`src/rtl/stsreg_pkg.sv`:
```
package stsreg_pkg;
    typedef enum logic [1:0] {
        DSEL_FAST   = 2'b00,
        DSEL_MEDIUM = 2'b01,
        DSEL_SLOW   = 2'b10,
        DSEL_RSVD   = 2'b11
    } devsel_speed_e;

    // flag vector index order (LSB first): target abort, master abort,
    // system error, parity error
    localparam int unsigned FLG_TABORT = 0;
    localparam int unsigned FLG_MABORT = 1;
    localparam int unsigned FLG_SERR   = 2;
    localparam int unsigned FLG_PERR   = 3;
    localparam int unsigned FLG_COUNT  = 4;
endpackage

```
`src/rtl/stsreg_event_qual.sv`:
```
module stsreg_event_qual
    import stsreg_pkg::*;
(
    input  logic                 perr_detect_i,
    input  logic                 serr_assert_i,
    input  logic                 mabort_i,
    input  logic                 mabort_special_i,
    input  logic                 tabort_i,
    output logic [FLG_COUNT-1:0] set_vec_o
);
    always_comb begin
        set_vec_o             = '0;
        set_vec_o[FLG_PERR]   = perr_detect_i;
        set_vec_o[FLG_SERR]   = serr_assert_i;
        set_vec_o[FLG_MABORT] = mabort_i & ~mabort_special_i;
        set_vec_o[FLG_TABORT] = tabort_i;
    end
endmodule

```
`src/rtl/stsreg_clear_decode.sv`:
```
module stsreg_clear_decode #(
    parameter int unsigned WORD_W   = 16,
    parameter int unsigned FLAG_LSB = 12,
    parameter int unsigned NFLAGS   = 4,
    localparam int unsigned BE_W    = WORD_W / 8,
    localparam int unsigned LANE    = FLAG_LSB / 8
) (
    input  logic              wr_en_i,
    input  logic [BE_W-1:0]   wr_be_i,
    input  logic [WORD_W-1:0] wr_data_i,
    output logic [NFLAGS-1:0] clr_vec_o
);
    always_comb begin
        clr_vec_o = '0;
        if (wr_en_i && wr_be_i[LANE]) begin
            clr_vec_o = wr_data_i[FLAG_LSB +: NFLAGS];
        end
    end
endmodule

```
`src/rtl/stsreg_sticky_bit.sv`:
```
module stsreg_sticky_bit (
    input  logic clk,
    input  logic rst_n,
    input  logic set_i,
    input  logic clr_i,
    output logic q_o
);
    always_ff @(posedge clk or negedge rst_n) begin
        if (!rst_n) begin
            q_o <= 1'b0;
        end else if (set_i) begin
            q_o <= 1'b1;
        end else if (clr_i) begin
            q_o <= 1'b0;
        end
    end
endmodule

```
`src/rtl/stsreg_status.sv`:
```
module stsreg_status
    import stsreg_pkg::*;
#(
    parameter devsel_speed_e DEVSEL_SPEED = DSEL_MEDIUM,
    parameter logic [8:0]    LOW_CAPS     = 9'h010,
    localparam int unsigned  WORD_W       = 16,
    localparam int unsigned  BE_W         = WORD_W / 8,
    localparam int unsigned  FLAG_LSB     = WORD_W - FLG_COUNT
) (
    input  logic              clk,
    input  logic              rst_n,
    input  logic              perr_detect_i,
    input  logic              serr_assert_i,
    input  logic              mabort_i,
    input  logic              mabort_special_i,
    input  logic              tabort_i,
    input  logic              wr_en_i,
    input  logic [BE_W-1:0]   wr_be_i,
    input  logic [WORD_W-1:0] wr_data_i,
    output logic [WORD_W-1:0] rd_data_o
);
    logic [FLG_COUNT-1:0] set_vec;
    logic [FLG_COUNT-1:0] clr_vec;
    logic [FLG_COUNT-1:0] flags_q;
    logic                 unused_ok;

    assign unused_ok = ^{wr_data_i[FLAG_LSB-1:0], wr_be_i[0]};

    stsreg_event_qual u_qual (
        .perr_detect_i    (perr_detect_i),
        .serr_assert_i    (serr_assert_i),
        .mabort_i         (mabort_i),
        .mabort_special_i (mabort_special_i),
        .tabort_i         (tabort_i),
        .set_vec_o        (set_vec)
    );

    stsreg_clear_decode #(
        .WORD_W   (WORD_W),
        .FLAG_LSB (FLAG_LSB),
        .NFLAGS   (FLG_COUNT)
    ) u_clr (
        .wr_en_i   (wr_en_i),
        .wr_be_i   (wr_be_i),
        .wr_data_i (wr_data_i),
        .clr_vec_o (clr_vec)
    );

    for (genvar g = 0; g < FLG_COUNT; g++) begin : g_flag
        stsreg_sticky_bit u_bit (
            .clk   (clk),
            .rst_n (rst_n),
            .set_i (set_vec[g]),
            .clr_i (clr_vec[g]),
            .q_o   (flags_q[g])
        );
    end

    always_comb begin
        rd_data_o = {flags_q, 1'b0, DEVSEL_SPEED, LOW_CAPS};
    end
endmodule

```
`config.mk`:
```
export PLATFORM = sky130hd
export DESIGN_NAME = stsreg_status
export DESIGN_NICKNAME = d
export VERILOG_FILES = /design/src/rtl/stsreg_pkg.sv /design/src/rtl/stsreg_event_qual.sv /design/src/rtl/stsreg_clear_decode.sv /design/src/rtl/stsreg_sticky_bit.sv /design/src/rtl/stsreg_status.sv
export SDC_FILE = /design/constraint.sdc
export NUM_CORES = 1
export LEC_CHECK = 0
export BUFFER_PORTS_ARGS = -buffer_cell sky130_fd_sc_hd__buf_2
export CORE_AREA = 2 2 39 41
export CTS_BUF_LIST = sky130_fd_sc_hd__clkbuf_8 sky130_fd_sc_hd__clkbuf_16
export DETAILED_ROUTE_END_ITERATION = 12
export DIE_AREA = 0 0 41 43
export PLACE_DENSITY = 0.73
export SLEW_MARGIN = 20
export SYNTH_ARGS = -nofsm -noshare
export SYNTH_HDL_FRONTEND = slang
export SYNTH_SLANG_ARGS = --single-unit
```
`constraint.sdc`:
```
create_clock -name clk -period 1.6 [get_ports clk]
set_input_delay 0.16 -clock clk [delete_from_list [all_inputs] [get_ports clk]]
set_output_delay 0.16 -clock clk [all_outputs]
set_load 0.02 [all_outputs]
```
* Word level (Yosys, flattened, before mapping) *
Cells that the tools add are included.
W data, S select, Z words.

storage, ports and cells
  memories kept = 0
  bits in latches = 0
  bits of input ports = 26
  word-level logic and storage cells = 20
  register bits = 4
  RAM bits = 0
  ROM bits = 0

cells by class
  div/mod/pow operators = 0
  shifts and indexed selects = 0
  mux-type cells = 9
  reduce and logical (&&, ||, !) cells = 5
  add/subtract/negate cells = 0
  multipliers = 0
  $lt $le $gt $ge = 0
  equality and inequality tests = 0
  bitwise logic cells = 2

operator list
  kind                 number
  $mux W1              8
  $reduce_bool A2 Y1   4
  $mux W4              1
  $and A1 B1 Y1        1
  $logic_and A1 B1 Y1  1
  $not A1 Y1           1

* Longest topological paths before layout *
  depth after elaboration = 4
  mapped depth = 2
  gate-level depth less buffers = 2

* Cells and area by module *
From an unflattened synthesis, not the netlist that was laid out.

unflattened totals
  cells, all modules = 34
  area total of the unflattened synthesis = 304.0 um2

by module, submodules not included
  module               instances  area each (um2)  sequential area each (um2)  cells an instance
  stsreg_sticky_bit    4          36.3             25.0                        3
  stsreg_status        1          97.6             0.0                         14
  stsreg_event_qual    1          36.3             0.0                         4
  stsreg_clear_decode  1          25.0             0.0                         4

* Worst setup path before layout *
No wires, ideal clock.

  path type = reg2out
  start point = register g_flag[0].u_bit.q_o
  end point = output port rd_data_o[12]
  arrival = 0.502 ns
  path slack = 0.938 ns
  buffers on the path = 1
  required time = 1.440 ns
  stages on the path, launching flop included = 2
  path through = dfrtp_1 > buf_4

RTL lines
  what                      line                     RTL
  start: declaration        stsreg_sticky_bit.sv:6   output logic q_o
  start signal: assignment  stsreg_sticky_bit.sv:10  q_o <= 1'b0;
  start signal: assignment  stsreg_sticky_bit.sv:12  q_o <= 1'b1;
  start signal: assignment  stsreg_sticky_bit.sv:14  q_o <= 1'b0;
  end: declaration          stsreg_status.sv:20      output logic [WORD_W-1:0] rd_data_o

No word-level cell between the ends.

* Worst setup path after layout *
  start point = register g_flag[2].u_bit.q_o
  end point = output port rd_data_o[14]

RTL lines
  what                      line
  start: declaration        stsreg_sticky_bit.sv:6
  start signal: assignment  stsreg_sticky_bit.sv:10
  start signal: assignment  stsreg_sticky_bit.sv:12
  start signal: assignment  stsreg_sticky_bit.sv:14

No word-level cell between the ends.

==> reports/results.md <==
## Timing
• **maximum achievable frequency** 1112 MHz
• **count of final setup violators** 0
• **Final TNS setup** 0 ns
• **period utilization** 56.22%
• **RSZ-0062 raised after global routing** no
• **Final Critical Period** 0.8994 ns
• **Max Slew Vio Count** 0
• **Final Worst Setup Slack** 0.7006 ns
• **count of endpoints failing hold in the final timing report** 0
• **worst hold margin** 0.1301 ns
• **largest clock skew in the final design** 0 ns

## Setup path
• **Worst Setup End Kind** primary output
• **highest cell delay on the worst timing path** 0.37 ns
• **crit start category** register
• **crit path cell chain** buf_2
• **buffering stage count on the worst path with inverters included** 1
• **critical path's slowest cell** sky130_fd_sc_hd__dfrtp_1
• **Critical Path AT** 0.74 ns
• **family of cells with the greatest summed delay on the critical path** flip-flops
• **crit path max fanout** 2
• **startpoint-to-endpoint class of the critical path** reg -> out
• **Data required, critical path** 1.44 ns

## Routing
• **violation count after the first detailed-routing iteration** 1
• **post-route antenna net violation count** 0
• **met1 wire length** 144 um
• **number of optimization iterations in the first detailed-route pass** 2
• **met2 wire len** 254 um
• **total wirelength of the detailed-routed design** 479 um
• **via-per-instance ratio** 3.377
• **routed wirelength normalized by instance count** 7.852 um
• **remaining design rule violation count** 0
• **number of vias in the routed layout** 206
• **highest layer used for signal routing** met3
• **met3 WL post-DR** 80 um

## Final layout
• **final core utilization** 25.41%
• **post-route non-filler standard cell count** 61
• **Regs by FF count** g_flag.u_bit.q_o: 4 flops
• **post-layout instance area** 351.6 um^2
• **Net count, final** 73
• **Largest register FFs** 4
• **Area growth, synth to finish** 24.34%
• **antenna diode count** 0
• **largest register by flop count** g_flag.u_bit.q_o
• **share of cells above drive strength 1** 42.22%

## Clock tree
• **root cell of the clock tree** sky130_fd_sc_hd__clkbuf_8
• **clk_lat worst skew** 0.21 ns
• **post-CTS resize count** 0
• **clock transition at the register clock pins on the worst setup and hold paths after CTS** 0.03 ns
• **number of clock sinks** 4
• **count of H-tree levels built during CTS** 1
• **CTS Buffer Depth** 2
• **CTS buffer count** 3
• **CTS tree** done

## Place
• **final weighted congestion of routability-driven global placement** 0.4292
• **minimum setup slack after placement** 0.9205 ns
• **post-detail-place hpwl** 387.7 um
• **cell count after placement** 57
• **count of input and output buffers** 16
• **instance area at placement** 300.3 um^2

## Status
• **outcome** finished clean

## Global route
• **global-route wire length before repair** 600 um
• **aggregate global routing overflow** 0
• **maximum number of pins on one net before global-route repair** 5
• **initial antenna violation count** 0
• **vias in the first global route** 192
• **GR Util All Layers** 5.930%

## Logic synthesis
• **#FFs+latches synth** 4
• **Cells after Synth** 31
• **fraction of synthesized cell area taken by the top area cell type** 42.48%
• **number of warning messages in the yosys log** 0
• **cell taking the most area after synthesis** sky130_fd_sc_hd__buf_4
• **area of the mapped netlist** 282.8 um^2
• **number of distinct library cell variants in the gate-level netlist after synthesis** 7
• **cell types occupying the most area after synthesis** sky130_fd_sc_hd__buf_4, sky130_fd_sc_hd__dfrtp_1, sky130_fd_sc_hd__a21o_1
• **part of the Yosys area used for sequential elements** 35.40%
• **mean instance size in the synthesized netlist** 9.122 um^2

## Floorplan
• **area enclosed by the die boundary** 0.001763 mm^2
• **Chip Width** 41 um
• **Starting Density** 20.43%
• **# IOs** 42
• **height of the die** 43 um
• **placeable core area** 0.001384 mm^2
• **number of standard-cell rows in the floorplan** 14

## Hold path
• **class of the worst hold path** in -> reg

## Power and ir drop
• **total power** 0.3881 mW
• **areal power density over the cells** 1104 mW/mm^2
• **maximum vdd ir drop** 211.1 uV
• **leakage power** 0.1858 nW

## Run
• **Maximum Capacitance Violations** 0

## area by class of cell
| class | instances | area, um^2 |
|---|---|---|
| inverter | 1 | 3.754 |
| tap | 16 | 20.02 |
| sequential | 4 | 100.1 |
| fill | 158 | 1032 |
| timing repair buffer | 17 | 90.09 |
| multi-input combinational | 20 | 96.34 |
| clock buffer | 3 | 41.29 |
## what timing repair did
item | in CTS | in global routing
hold buffers | 1 | 0
setup buffers | 0 | 0
endpoints found under the hold margin | 4 | 0
## metal layers
layer	vias to the layer above	track usage [%]
met1	91	2.903
li1	99	-
met5	-	0
met3	0	4.712
met2	16	9.063
met4	0	8.000
## cell usage after synthesis, drive strengths merged
library cell / n
dfrtp: 4
a21o: 3
a22o: 1
inv: 1
nand3: 4
buf: 16
conb: 2
## cell families after synthesis
logic type,share of synthesized area [%]
simple gates,7.080
buf+inv,43.81
flops,35.40
compound gates,11.06
other cells,2.656
## path summary, 6_finish.rpt
check / from / to / slack [ns] / cells after the start
worst max-delay path: g_flag[2].u_bit.q_o / rd_data_o[14] / 0.70 / 1
worst max register to register: g_flag[1].u_bit.q_o / g_flag[1].u_bit.q_o / 0.92 / 1
worst min-delay path: tabort_i / g_flag[0].u_bit.q_o / 0.13 / 2
worst min register to register: g_flag[0].u_bit.q_o / g_flag[0].u_bit.q_o / 0.47 / 1
max in group asynchronous: rst_n / g_flag[2].u_bit.q_o / 1.19 / 2
min in group asynchronous: rst_n / g_flag[3].u_bit.q_o / 0.29 / 2
## power breakdown
part,leakage [nW],switching (mW),internal (mW)
Clock,0.0216,0.0471,0.160
Combinational,0.125,0.0468,0.0224
Sequential,0.0389,0.00323,0.109
Total,0.186,0.0971,0.291
## cell usage in the layout, fill, tap and decap left out
master                           n
sky130_fd_sc_hd__inv_1           1
sky130_fd_sc_hd__conb_1         12
sky130_fd_sc_hd__a22o_1          1
sky130_fd_sc_hd__nand3_1         4
sky130_fd_sc_hd__dfrtp_1         4
sky130_fd_sc_hd__a21o_1          3
sky130_fd_sc_hd__buf_2          16
sky130_fd_sc_hd__dlygate4sd3_1   1
sky130_fd_sc_hd__clkbuf_8        3
Note: power is estimated with default switching activity, not from simulation.
